## src/rtl/spi_boot_pkg.sv

```systemverilog
package spi_boot_pkg;

  localparam int ALIGN_BITS = 9;
  localparam int BYTE_W     = 8;

  typedef enum logic [1:0] {
    ST_ARMED,
    ST_WAIT,
    ST_STREAM,
    ST_DONE
  } bootState_t;

  // strobes and levels from control to datapath
  typedef struct packed {
    logic start;     // begin a boot stream, fetch first byte
    logic loadNext;  // byte boundary: take prefetched byte
    logic shift;     // advance within the current byte
    logic quad;      // four bits per SCK cycle
    logic drive;     // data pins enabled
  } dpStrobe_t;

endpackage

```

## src/rtl/boot_ctrl.sv

```systemverilog
module boot_ctrl
  import spi_boot_pkg::*;
#(
  parameter int DELAY_W = 8
) (
  input  logic               clk,
  input  logic               rstN,
  input  logic               csN,
  input  logic               sck,
  input  logic               bootEnable,
  input  logic [DELAY_W-1:0] bootDelay,
  input  logic               bootQuad,
  output dpStrobe_t          strb,
  output logic               bootDone,
  output logic               shortXferErr
);

  // [0],[1] synchronizer, [2] previous value for edge detection
  logic [2:0] csSync;
  logic [2:0] sckSync;
  logic csFall, csRise, sckRise, sckFall;

  bootState_t         state;
  logic [DELAY_W-1:0] waitCnt;
  logic [2:0]         unitIdx;
  logic [2:0]         unitLast;
  logic               byteEnd;
  logic               gotByte;
  logic               quadQ;
  logic               shortErr;

  always_ff @(posedge clk or negedge rstN) begin
    if (!rstN) begin
      csSync  <= 3'b111;
      sckSync <= 3'b000;
    end else begin
      csSync  <= {csSync[1:0], csN};
      sckSync <= {sckSync[1:0], sck};
    end
  end

  assign csFall  = csSync[2] & ~csSync[1];
  assign csRise  = ~csSync[2] & csSync[1];
  assign sckRise = ~sckSync[2] & sckSync[1] & ~csSync[1];
  assign sckFall = sckSync[2] & ~sckSync[1] & ~csSync[1];

  assign unitLast = quadQ ? 3'd1 : 3'd7;

  always_comb begin
    strb          = '0;
    strb.quad     = quadQ;
    strb.drive    = (state == ST_STREAM);
    strb.start    = (state == ST_ARMED) && csFall && bootEnable;
    strb.loadNext = (state == ST_STREAM) && !csRise && sckFall && byteEnd;
    strb.shift    = (state == ST_STREAM) && !csRise && sckFall && !byteEnd;
  end

  always_ff @(posedge clk or negedge rstN) begin
    if (!rstN) begin
      state    <= ST_ARMED;
      waitCnt  <= '0;
      unitIdx  <= '0;
      byteEnd  <= 1'b0;
      gotByte  <= 1'b0;
      quadQ    <= 1'b0;
      shortErr <= 1'b0;
    end else begin
      case (state)
        ST_ARMED: begin
          if (csFall) begin
            if (bootEnable) begin
              quadQ   <= bootQuad;
              waitCnt <= bootDelay;
              unitIdx <= '0;
              byteEnd <= 1'b0;
              gotByte <= 1'b0;
              state   <= (bootDelay == '0) ? ST_STREAM : ST_WAIT;
            end else begin
              state <= ST_DONE;
            end
          end
        end
        ST_WAIT: begin
          if (csRise) begin
            shortErr <= 1'b1;
            state    <= ST_DONE;
          end else if (sckFall) begin
            waitCnt <= waitCnt - DELAY_W'(1);
            if (waitCnt == DELAY_W'(1)) state <= ST_STREAM;
          end
        end
        ST_STREAM: begin
          if (csRise) begin
            shortErr <= !gotByte;
            state    <= ST_DONE;
          end else begin
            if (sckRise) begin
              if (unitIdx == unitLast) begin
                unitIdx <= '0;
                byteEnd <= 1'b1;
                gotByte <= 1'b1;
              end else begin
                unitIdx <= unitIdx + 3'd1;
              end
            end
            if (sckFall) byteEnd <= 1'b0;
          end
        end
        default: state <= ST_DONE;
      endcase
    end
  end

  assign bootDone     = (state == ST_DONE);
  assign shortXferErr = shortErr;

  // command mode is kept until the next reset
  assert_done_sticky_R8: assert property (@(posedge clk) disable iff (!rstN)
    state == ST_DONE |=> state == ST_DONE);

  // a release during wait or stream ends driving at once
  assert_release_ends_R8: assert property (@(posedge clk) disable iff (!rstN)
    (csRise && (state == ST_WAIT || state == ST_STREAM)) |=> (bootDone && !strb.drive));

  // violation flag holds once raised
  assert_err_sticky_R9: assert property (@(posedge clk) disable iff (!rstN)
    shortErr |=> shortErr);

  // at most one datapath action per clock
  assert_one_strobe_R7: assert property (@(posedge clk) disable iff (!rstN)
    $onehot0({strb.start, strb.loadNext, strb.shift}));

endmodule

```

## src/rtl/boot_dp.sv

```systemverilog
module boot_dp
  import spi_boot_pkg::*;
#(
  parameter int ADDR_W  = 32,
  parameter int START_W = 23
) (
  input  logic               clk,
  input  logic               rstN,
  input  dpStrobe_t          strb,
  input  logic [START_W-1:0] bootStartBlk,
  output logic [ADDR_W-1:0]  memAddr,
  output logic               memRdEn,
  input  logic [BYTE_W-1:0]  memRdData,
  output logic [3:0]         dataOut,
  output logic               dataOe
);

  localparam int FULL_W = START_W + ALIGN_BITS;

  logic [FULL_W-1:0] baseFull;
  logic [ADDR_W-1:0] baseAddr;
  logic [ADDR_W-1:0] nextAddr;
  logic              rdEnQ;
  logic              fillFirst;
  logic [BYTE_W-1:0] shiftReg;
  logic [BYTE_W-1:0] nextByte;

  assign baseFull = {bootStartBlk, {ALIGN_BITS{1'b0}}};
  assign baseAddr = baseFull[ADDR_W-1:0];

  always_ff @(posedge clk or negedge rstN) begin
    if (!rstN) begin
      memAddr   <= '0;
      memRdEn   <= 1'b0;
      nextAddr  <= '0;
      rdEnQ     <= 1'b0;
      fillFirst <= 1'b0;
      shiftReg  <= '0;
      nextByte  <= '0;
    end else begin
      memRdEn <= 1'b0;
      rdEnQ   <= memRdEn;
      if (strb.start) begin
        memAddr   <= baseAddr;
        memRdEn   <= 1'b1;
        nextAddr  <= baseAddr + ADDR_W'(1);
        fillFirst <= 1'b1;
        shiftReg  <= '0;
      end else begin
        if (rdEnQ) begin
          if (fillFirst) begin
            // first byte lands in the shifter, then prefetch one ahead
            shiftReg  <= memRdData;
            fillFirst <= 1'b0;
            memAddr   <= nextAddr;
            memRdEn   <= 1'b1;
            nextAddr  <= nextAddr + ADDR_W'(1);
          end else begin
            nextByte <= memRdData;
          end
        end
        if (strb.loadNext) begin
          shiftReg <= nextByte;
          memAddr  <= nextAddr;
          memRdEn  <= 1'b1;
          nextAddr <= nextAddr + ADDR_W'(1);
        end else if (strb.shift) begin
          shiftReg <= strb.quad ? {shiftReg[3:0], 4'b0000} : {shiftReg[6:0], 1'b0};
        end
      end
    end
  end

  always_comb begin
    if (!strb.drive)    dataOut = 4'b0000;
    else if (strb.quad) dataOut = shiftReg[7:4];
    else                dataOut = {3'b000, shiftReg[7]};
  end
  assign dataOe = strb.drive;

  // each memory request is a single-clock strobe
  assert_read_pulse_R3: assert property (@(posedge clk) disable iff (!rstN)
    memRdEn |=> !memRdEn);

endmodule

```

## src/rtl/boot_stream_seq.sv

```systemverilog
module boot_stream_seq
  import spi_boot_pkg::*;
#(
  parameter int ADDR_W  = 32,
  parameter int START_W = 23,
  parameter int DELAY_W = 8
) (
  input  logic               clk,
  input  logic               rstN,
  input  logic               csN,
  input  logic               sck,
  input  logic               bootEnable,
  input  logic [START_W-1:0] bootStartBlk,
  input  logic [DELAY_W-1:0] bootDelay,
  input  logic               bootQuad,
  output logic [ADDR_W-1:0]  memAddr,
  output logic               memRdEn,
  input  logic [7:0]         memRdData,
  output logic [3:0]         dataOut,
  output logic               dataOe,
  output logic               bootDone,
  output logic               shortXferErr
);

  dpStrobe_t strb;

  boot_ctrl #(.DELAY_W(DELAY_W)) u_ctrl (
    .clk          (clk),
    .rstN         (rstN),
    .csN          (csN),
    .sck          (sck),
    .bootEnable   (bootEnable),
    .bootDelay    (bootDelay),
    .bootQuad     (bootQuad),
    .strb         (strb),
    .bootDone     (bootDone),
    .shortXferErr (shortXferErr)
  );

  boot_dp #(.ADDR_W(ADDR_W), .START_W(START_W)) u_dp (
    .clk          (clk),
    .rstN         (rstN),
    .strb         (strb),
    .bootStartBlk (bootStartBlk),
    .memAddr      (memAddr),
    .memRdEn      (memRdEn),
    .memRdData    (memRdData),
    .dataOut      (dataOut),
    .dataOe       (dataOe)
  );

endmodule

```

## config.mk

```make
export PLATFORM = sky130hd
export DESIGN_NAME = boot_stream_seq
export DESIGN_NICKNAME = d
export VERILOG_FILES = /design/src/rtl/spi_boot_pkg.sv /design/src/rtl/boot_ctrl.sv /design/src/rtl/boot_dp.sv /design/src/rtl/boot_stream_seq.sv
export SDC_FILE = /design/constraint.sdc
export NUM_CORES = 1
export LEC_CHECK = 0
export ABC_AREA = 1
export CORE_ASPECT_RATIO = 0.6
export CORE_MARGIN = 2
export CORE_UTILIZATION = 54
export DETAILED_ROUTE_END_ITERATION = 6
export DONT_BUFFER_PORTS = 1
export GPL_TIMING_DRIVEN = 0
export PLACE_DENSITY = 0.75
export SLEW_MARGIN = 25
export SYNTH_ARGS = -nofsm -noshare
export SYNTH_HDL_FRONTEND = slang
export SYNTH_HIERARCHICAL = 1
export SYNTH_SLANG_ARGS = --single-unit
```

## constraint.sdc

```tcl
create_clock -name clk -period 2.5 [get_ports clk]
set_clock_uncertainty 0.15 [all_clocks]
set_input_delay 0.25 -clock clk [delete_from_list [all_inputs] [get_ports clk]]
set_output_delay 0.25 -clock clk [all_outputs]
set_load 0.005 [all_outputs]
```

==> key figures, run 1 <==
Final layout
  • P&R area growth vs syn: 13.4%
  • Final std cells w/o fill: 1009
  • Share of layout cells above drive strength 1: 0.0977
  • Fin nets: 914
  • Fill cells: 951
  • Antenna cell count: 0
  • Final core occ: 0.636

Pwr
  • Final Power: 3.30 mW
  • PwrDens: 486 nW/µm²
  • Leakage power: 3.41 nW
  • Worst vdd ir: 0.000441 V

CTS
  • TritonCTS clock tree: done
  • H-tree lvl count: 3
  • Clk_lat worst skew: 0.35 ns
  • CTS Hold Bufs: 29
  • Root buf cell: clkbuf_16
  • Clock transition at the registers of the reported paths: 0.07 ns
  • CTS Buffer Depth: 2
  • Total CTS buffers: 9
  • CTS sink count: 106

Die
  • Core area: 10700 µm²
  • Starting density of the core: 0.561
  • Ports: 85
  • Die Y: 85.5 µm
  • # rows: 29
  • Chip Width: 140 µm
  • DIE AREA: 12000 µm²

Yosys
  • Ys async rst share: 1.00
  • Post-synth top area share: 0.431
  • Adder-Cell Fraction of Synth Area: 0.00837
  • #FFs+latches synth: 106
  • Netlist cell types: 38
  • Yosys top cell by area: dfrtp_1
  • Most common flop cell mapped by yosys: dfrtp_1
  • Compound-cell area share of the yosys netlist: 0.113
  • Post-Syn Area: 5980 µm²
  • Area contributors post-synth: dfrtp_1 (43%), nand2_1 (16%), inv_1 (7.0%), nor2_1 (5.1%), nand3_1 (4.7%)
  • Number of synthesized flops with an enable pin: 0
  • Seq/Total Area, Yosys: 0.444
  • Commonest cells post-synth: nand2_1 (249), inv_1 (111), dfrtp_1 (103)
  • Largest family of logic cells by synthesized area: simple AND/OR/NAND/NOR gates
  • Avg Cell Area, Syn: 7.25 µm²
  • Synth Instances: 825
  • Simple-Gate Fraction of Synth Area: 0.327
  • Mux cell area share after synthesis: 0.00377
  • Synth Area in XOR/XNOR: 0.00146
  • Top-count cell post-synth: nand2_1
  • Synth warn: 6
  • Syn nets: 874

Worst setup path
  • WS Path Type: flop to flop
  • CP cell instances: nor2_4 > inv_2 > nor3_2 > buf_2 > nor2_1 > inv_1 > o21ai_0 > o21ai_1 > o21ai_0
  • WP data arrival: 2.43 ns
  • CP Data Required Time: 2.58 ns
  • Worst-path fanout max: 10
  • Cell mode on critical path: o21ai_0
  • Worst Setup Start Kind: flop
  • CP Capture Type: flop
  • Worst path slowest cell: dfrtp_1
  • CP max stage delay: 0.49 ns
  • Worst r2r path cells: 9

STA
  • Max-slew headroom: 0.607
  • Setup violators final: 0
  • Fmax: 425 MHz
  • Final worst slack: 0.147 ns
  • Hold Vio Cnt, Final: 107
  • Final hold slack: -0.561 ns
  • Period Utilization, post-route: 0.941
  • Final Max Slew Viols: 0
  • Actual slew at the worst max-slew pin: 0.589 ns
  • Tmin final: 2.35 ns

Run
  • Max-cap viol count: 0

Drt
  • Initial DRC Count: 556
  • Vias per Instance: 5.62
  • Final antenna-violating net count: 0
  • Routed WL per cell: 15.8 µm
  • Drt pass-1 iters: 6
  • Routed wire length: 15900 µm
  • Remaining DRCs: 0
  • Vias: 5667

Outcome
  • Status: finished with violations
  • Failing checks: hold timing

Global route
  • GRT Resource Usage Total: 0.276
  • Pin count of the biggest net entering global routing: 107
  • First-pass GRT wire length: 26000 µm
  • Antenna violations before repair: 0
  • Total gr overflow: 0
  • Vias in the first global route: 5269

Worst hold path
  • Worst hold path class: input pin to async pin

Place
  • Placed cells: 964
  • PortBufs: 0
  • Placer congestion estimate: 0.931
  • Pre-CTS setup slack: 0.0506 ns
  • Dpl hpwl: 11500 µm
[power breakdown]
| group | switching [mW] | internal [mW] |
|---|---|---|
| Sequential | 0.0113 | 1.73 |
| Clock | 0.637 | 0.837 |
| Combinational | 0.0320 | 0.0460 |
| Total | 0.680 | 2.62 |
[state kept, by name (all words and copies together) (netlist names)]
register,count
u_ctrl/quadQ,1
u_ctrl/csSync,3
u_ctrl/sckSync,3
u_ctrl/shortXferErr,1
u_ctrl/byteEnd,1
u_ctrl/state,2
u_dp/nextByte,8
u_dp/nextAddr,32
u_dp/fillFirst,1
u_ctrl/gotByte,1
u_dp/memAddr,32
u_dp/rdEnQ,1
u_dp/shiftReg,8
u_ctrl/waitCnt,8
u_ctrl/unitIdx,3
u_dp/memRdEn,1
[metal layers]
metal | vias to the layer above | wire [µm] | track usage
li1 | 2683 | - | -
met3 | 21 | 1600 | 0.0637
met1 | 2675 | 7460 | 0.417
met2 | 288 | 6710 | 0.402
met5 | - | 0 | 0
met4 | 0 | 172 | 0.0700
[through the flow]
| stage | area, µm² | hold WS (ns) | setup TNS, ns |
|---|---|---|---|
| 3_5_place_dp | 6150 | -0.193 | 0 |
| 3_3_place_gp | 6150 | -0.193 | 0 |
| 2_1_floorplan | 5980 | -0.196 | 0 |
| 4_1_cts | 6750 | -0.575 | 0 |
| 6_report | 6780 | -0.561 | 0 |
| 5_1_grt | 6780 | -0.578 | -0.00221 |
[cell usage in the layout (no fill, tap or decap), types with 3 or more instances in the layout]
cell,instances
clkbuf_1,7
a21oi_1,43
nand2_4,3
buf_6,5
nor2_4,11
nand2_2,7
nand2_1,249
o22ai_1,4
clkbuf_2,3
inv_2,7
dfrtp_1,103
dlygate4sd3_1,29
clkbuf_16,9
nor2_2,10
inv_1,111
dfstp_2,3
o21ai_0,56
ha_1,4
nor3_1,7
buf_2,6
nand3_1,56
o21ai_1,6
nand4_1,5
o21bai_1,3
nor2_1,81
nand3b_1,5
o211ai_1,6
buf_4,5
[worst paths after layout]
check	startpoint	endpoint	slack [ns]
min in group clk	bootStartBlk[6]	u_dp/memAddr[15]$_DFFE_PN0P_	-0.01
worst min register to register	u_ctrl/csSync[0]$_DFF_PN1_	u_ctrl/csSync[1]$_DFF_PN1_	0.21
worst max register to register	u_ctrl/state[0]$_DFFE_PN0P_	u_dp/shiftReg[4]$_DFFE_PN0P_	0.15
max in group asynchronous	rstN	u_ctrl/csSync[0]$_DFF_PN1_	2.54
worst min-delay path	rstN	u_ctrl/waitCnt[0]$_DFFE_PN0P_	-0.56
worst max-delay path	u_ctrl/state[0]$_DFFE_PN0P_	u_dp/shiftReg[4]$_DFFE_PN0P_	0.15
[area by class of cell]
class | count | area, µm² | share of cell area
Timing Repair Buffer | 29 | 290 | 0.0428
Multi-Input combinational cell | 575 | 2740 | 0.404
Inverter | 119 | 448 | 0.0661
Sequential cell | 106 | 2660 | 0.392
Tap cell | 139 | 174 | 0.0257
Buffer | 25 | 165 | 0.0244
Clock inverter | 3 | 47.5 | 0.00701
Clock buffer | 13 | 260 | 0.0384
[what timing repair did]
item,in CTS,in global routing
gates resized for setup,0,12
endpoints found under the hold margin,138,106
setup buffers,0,0
endpoints found under the setup margin,0,41
[worst max-delay path: cells and delay by family, from the launching register on]
kind	cells	cell delay [ns]
compound gates	3	0.35
buf+inv	3	0.56
simple gates	3	0.67
flops	1	0.49
[logic make-up after synthesis]
logic type,Yosys count
compound gates,126
simple gates,442
buf+inv,144
fa+ha+maj,4
mux,2
flops,106
xor+xnor,1
(Power assumes the default switching activity.)
==> run 2: changes to the inputs <==
ABC_AREA = default   (was 1)
==> run 2 against run 1 <==
The run ends with hold timing, setup timing left. First-iteration DRC count up 26%. Sequential share of layout area down 1.1 points. Synthesized area down 8.5%. Hold slack better by 0.0034 ns. Register-to-register slack worse by 0.15 ns. Via count down 8.1%. Die area down 8.2%. Maximum frequency down 6.0%. Sequential power up 80%. Combinational power rose to 25 times the previous value. Critical path depth down 1. Largest power group unchanged.
==> key figures, run 2 <==
Final layout
  • Most frequent cells in the layout: dfrtp_1 (101), nand2_1 (95), a21oi_1 (40)
  • Fin nets: 714 (-22%)
  • Antenna cell count: 0 (unchanged)
  • P&R area growth vs syn: 27.5%
  • Largest regs: u_dp/memAddr x32, u_dp/nextAddr x32
  • Final core occ: 0.709 (+0.0731)
  • Share of layout cells above drive strength 1: 0.203 (+0.105)
  • Fill cells: 710 (-25%)
  • Commonest non-fill, non-tap cell in the layout: dfrtp_1

Yosys
  • Area contributors post-synth: dfrtp_1 (47%), nand2_1 (6.5%), a21oi_1 (3.8%), nor2_1 (3.7%), a211oi_1 (2.9%)
  • Netlist cell types: 60 (+58%)
  • Number of synthesized flops with an enable pin: 0 (unchanged)
  • Post-synth top area share: 0.471 (+0.0400)
  • Synth Instances: 594 (-28%)
  • Seq/Total Area, Yosys: 0.485 (+0.0412)
  • Syn nets: 643 (-26%)
  • Yosys top cell by area: dfrtp_1
  • Most common flop cell mapped by yosys: dfrtp_1
  • Post-Syn Area: 5470 µm² (-8.5%)
  • Avg Cell Area, Syn: 9.21 µm² (+27%)
  • Ys async rst share: 1.00 (unchanged)
  • #FFs+latches synth: 106 (unchanged)
  • Commonest cells post-synth: dfrtp_1 (103), nand2_1 (95), nor2_1 (54)
  • Top-count cell post-synth: dfrtp_1
  • Synth warn: 6 (unchanged)

CTS
  • Clock transition at the registers of the reported paths: 0.07 ns (about the same)
  • Root buf cell: clkbuf_16
  • CTS Hold Bufs: 38 (+31%)
  • H-tree lvl count: 3 (unchanged)
  • Total CTS buffers: 9 (unchanged)
  • CTS sink count: 106 (unchanged)
  • TritonCTS clock tree: done
  • Clk_lat worst skew: 0.35 ns (about the same)
  • CTS Buffer Depth: 2 (unchanged)

Worst setup path
  • WS Path Type: flop to flop
  • Reg2reg start: u_ctrl/sckSync[1]$_DFF_PN0_
  • WP data arrival: 2.57 ns (+0.14 ns)
  • Worst r2r path cells: 8 (-1)
  • Reg2reg setup slack: -0.004 ns (-0.15 ns)
  • Worst R2R End: u_dp/nextAddr[22]$_DFFE_PN0P_
  • CP Data Required Time: 2.56 ns (-0.02 ns)
  • Worst Setup Start Kind: flop
  • Worst-path fanout max: 10 (unchanged)
  • CP Capture Type: flop

Outcome
  • Failing checks: hold timing, setup timing
  • Status: finished with violations

Global route
  • Vias in the first global route: 4925 (-6.5%)
  • GRT Resource Usage Total: 0.300 (+0.0247)
  • Total gr overflow: 0 (unchanged)
  • Antenna violations before repair: 0 (unchanged)
  • First-pass GRT wire length: 25600 µm (-1.5%)
  • Pin count of the biggest net entering global routing: 107 (unchanged)

Place
  • Placer congestion estimate: 0.913 (-1.9%)
  • Pre-CTS setup slack: -0.583 ns (-0.633 ns)
  • PortBufs: 0 (unchanged)
  • Dpl hpwl: 10100 µm (-12%)

Drt
  • Vias: 5210 (-8.1%)
  • Drt pass-1 iters: 6 (unchanged)
  • Routed WL per cell: 20.0 µm (+27%)
  • Routed wire length: 16100 µm (+0.98%)
  • Vias per Instance: 6.47 (+15%)
  • Final antenna-violating net count: 0 (unchanged)
  • Initial DRC Count: 700 (+26%)
  • Remaining DRCs: 0 (unchanged)

Die
  • # rows: 28 (-3.4%)
  • Die Y: 82.0 µm (-4.1%)
  • DIE AREA: 11000 µm² (-8.2%)
  • Starting density of the core: 0.556 (-0.00473)
  • Chip Width: 134 µm (-4.2%)
  • Core area: 9840 µm² (-7.7%)
  • Ports: 85 (unchanged)

STA
  • Period Utilization, post-route: 1.00 (+0.0603)
  • Max-slew headroom: 0.651 (+0.0435)
  • Sum Neg Setup Slack: -0.00420 ns (-0.00420 ns)
  • Hold Vio Cnt, Final: 106 (-0.93%)
  • Fmax: 399 MHz (-6.0%)
  • Tmin final: 2.50 ns (+0.151 ns)
  • Final hold slack: -0.558 ns (+0.00335 ns)
  • Final worst slack: -0.00420 ns (-0.151 ns)
  • Setup violators final: 1 (+1)
  • Final Max Slew Viols: 0 (unchanged)
  • RSZ-0062 raised after global routing: yes
  • Actual slew at the worst max-slew pin: 0.519 ns (-0.0696 ns)

Pwr
  • Worst vdd ir: 0.000472 V (+7.0%)
  • Final Power: 6.63 mW (+100%)
  • PwrDens: 950 nW/µm² (+95%)
  • Leakage power: 2.90 nW (-15%)

Run
  • Max-cap viol count: 0 (unchanged)

Worst hold path
  • Worst hold path class: input pin to async pin
==> run 2: changes by cell type after synthesis, moves of 28 or more <==
| cell | previous run | this run |
|---|---|---|
| nand2_1 | 249 | 95 |
| inv_1 | 111 | 11 |
| nand3_1 | 56 | 15 |
| o21ai_0 | 56 | 17 |
| nor2_1 | 82 | 54 |
==> run 2: logic make-up (layout without fill, tap and decap cells) <==
logic type / Yosys count / count (layout) / share of synthesized area
and+or+nand+nor: 262 / 262 / 0.242
AOI/OAI and AO/OA: 144 / 144 / 0.173
DFF: 106 / 106 / 0.485
buffers and inverters: 51 / 127 / 0.0391
muxes: 20 / 20 / 0.0396
xor gates and xnor gates: 7 / 7 / 0.0112
adders and majority gates: 4 / 4 / 0.00915
==> run 2: cell type report <==
cell class | instances | area [µm²] | share of cell area
Buffer | 35 | 287 | 0.0411
Clock buffer | 13 | 270 | 0.0387
Clock inverter | 3 | 47.5 | 0.00681
Inverter | 11 | 60.1 | 0.00861
Multi-Input combinational cell | 437 | 2860 | 0.410
Sequential cell | 106 | 2660 | 0.381
Tap cell | 135 | 169 | 0.0242
Timing Repair Buffer | 65 | 626 | 0.0897
==> run 2: critical path: stages (launching register included) <==
cell	delay, ns
dfrtp_1	0.42
nor3b_4	0.22
and3_4	0.21
buf_6	0.11
a21oi_4	0.05
or4_4	0.48
clkbuf_4	0.23
nor4b_1	0.41
a211oi_2	0.09
==> run 2: metal layers <==
layer  vias up  GRT usage  wire (µm)
met5         -          0          0
met4         0     0.0745        245
met3        31     0.0722       1600
met2       318      0.456       7070
met1      2543      0.437       7190
li1       2318          -          -
==> run 2: repair_timing <==
action	CTS	global route
pin swaps	20	5
gates cloned	3	0
resized for setup	98	15
endpoints found under the hold margin	157	106
endpoints found under the setup margin	82	83
buffers inserted	18	6
==> run 2: power breakdown <==
group / total, mW / switching (mW) / internal [mW]
Combinational: 1.98 / 1.02 / 0.963
Clock: 1.50 / 0.637 / 0.864
Sequential: 3.15 / 0.729 / 2.42
Total: 6.63 / 2.39 / 4.24
==> run 2: worst max path at each step <==
stage | start | end | slack [ns] | depth (start not counted)
3_3_place_gp | u_ctrl/state[0]$_DFFE_PN0P_ | u_dp/memAddr[22]$_DFFE_PN0P_ | -0.55 | 10
5_1_grt | u_ctrl/csSync[1]$_DFF_PN1_ | u_dp/nextAddr[22]$_DFFE_PN0P_ | -0.06 | 8
2_1_floorplan | u_ctrl/state[1]$_DFFE_PN0P_ | u_dp/nextByte[0]$_DFFE_PN0P_ | 0.02 | 10
6_report | u_ctrl/sckSync[1]$_DFF_PN0_ | u_dp/nextAddr[22]$_DFFE_PN0P_ | -0.004 | 8
4_1_cts | u_ctrl/state[1]$_DFFE_PN0P_ | u_dp/nextAddr[22]$_DFFE_PN0P_ | -0.05 | 11
3_5_place_dp | u_ctrl/state[0]$_DFFE_PN0P_ | u_dp/memAddr[22]$_DFFE_PN0P_ | -0.58 | 10
==> run 2: per-stage QoR <==
stage | instance area [µm²] | cells | hold WS (ns)
CTS | 6910 | 802 | -0.567
global placement | 5670 | 729 | -0.192
finish | 6980 | 805 | -0.558
floorplan | 5500 | 594 | -0.196
detailed placement | 5670 | 729 | -0.193
global route | 6980 | 805 | -0.576
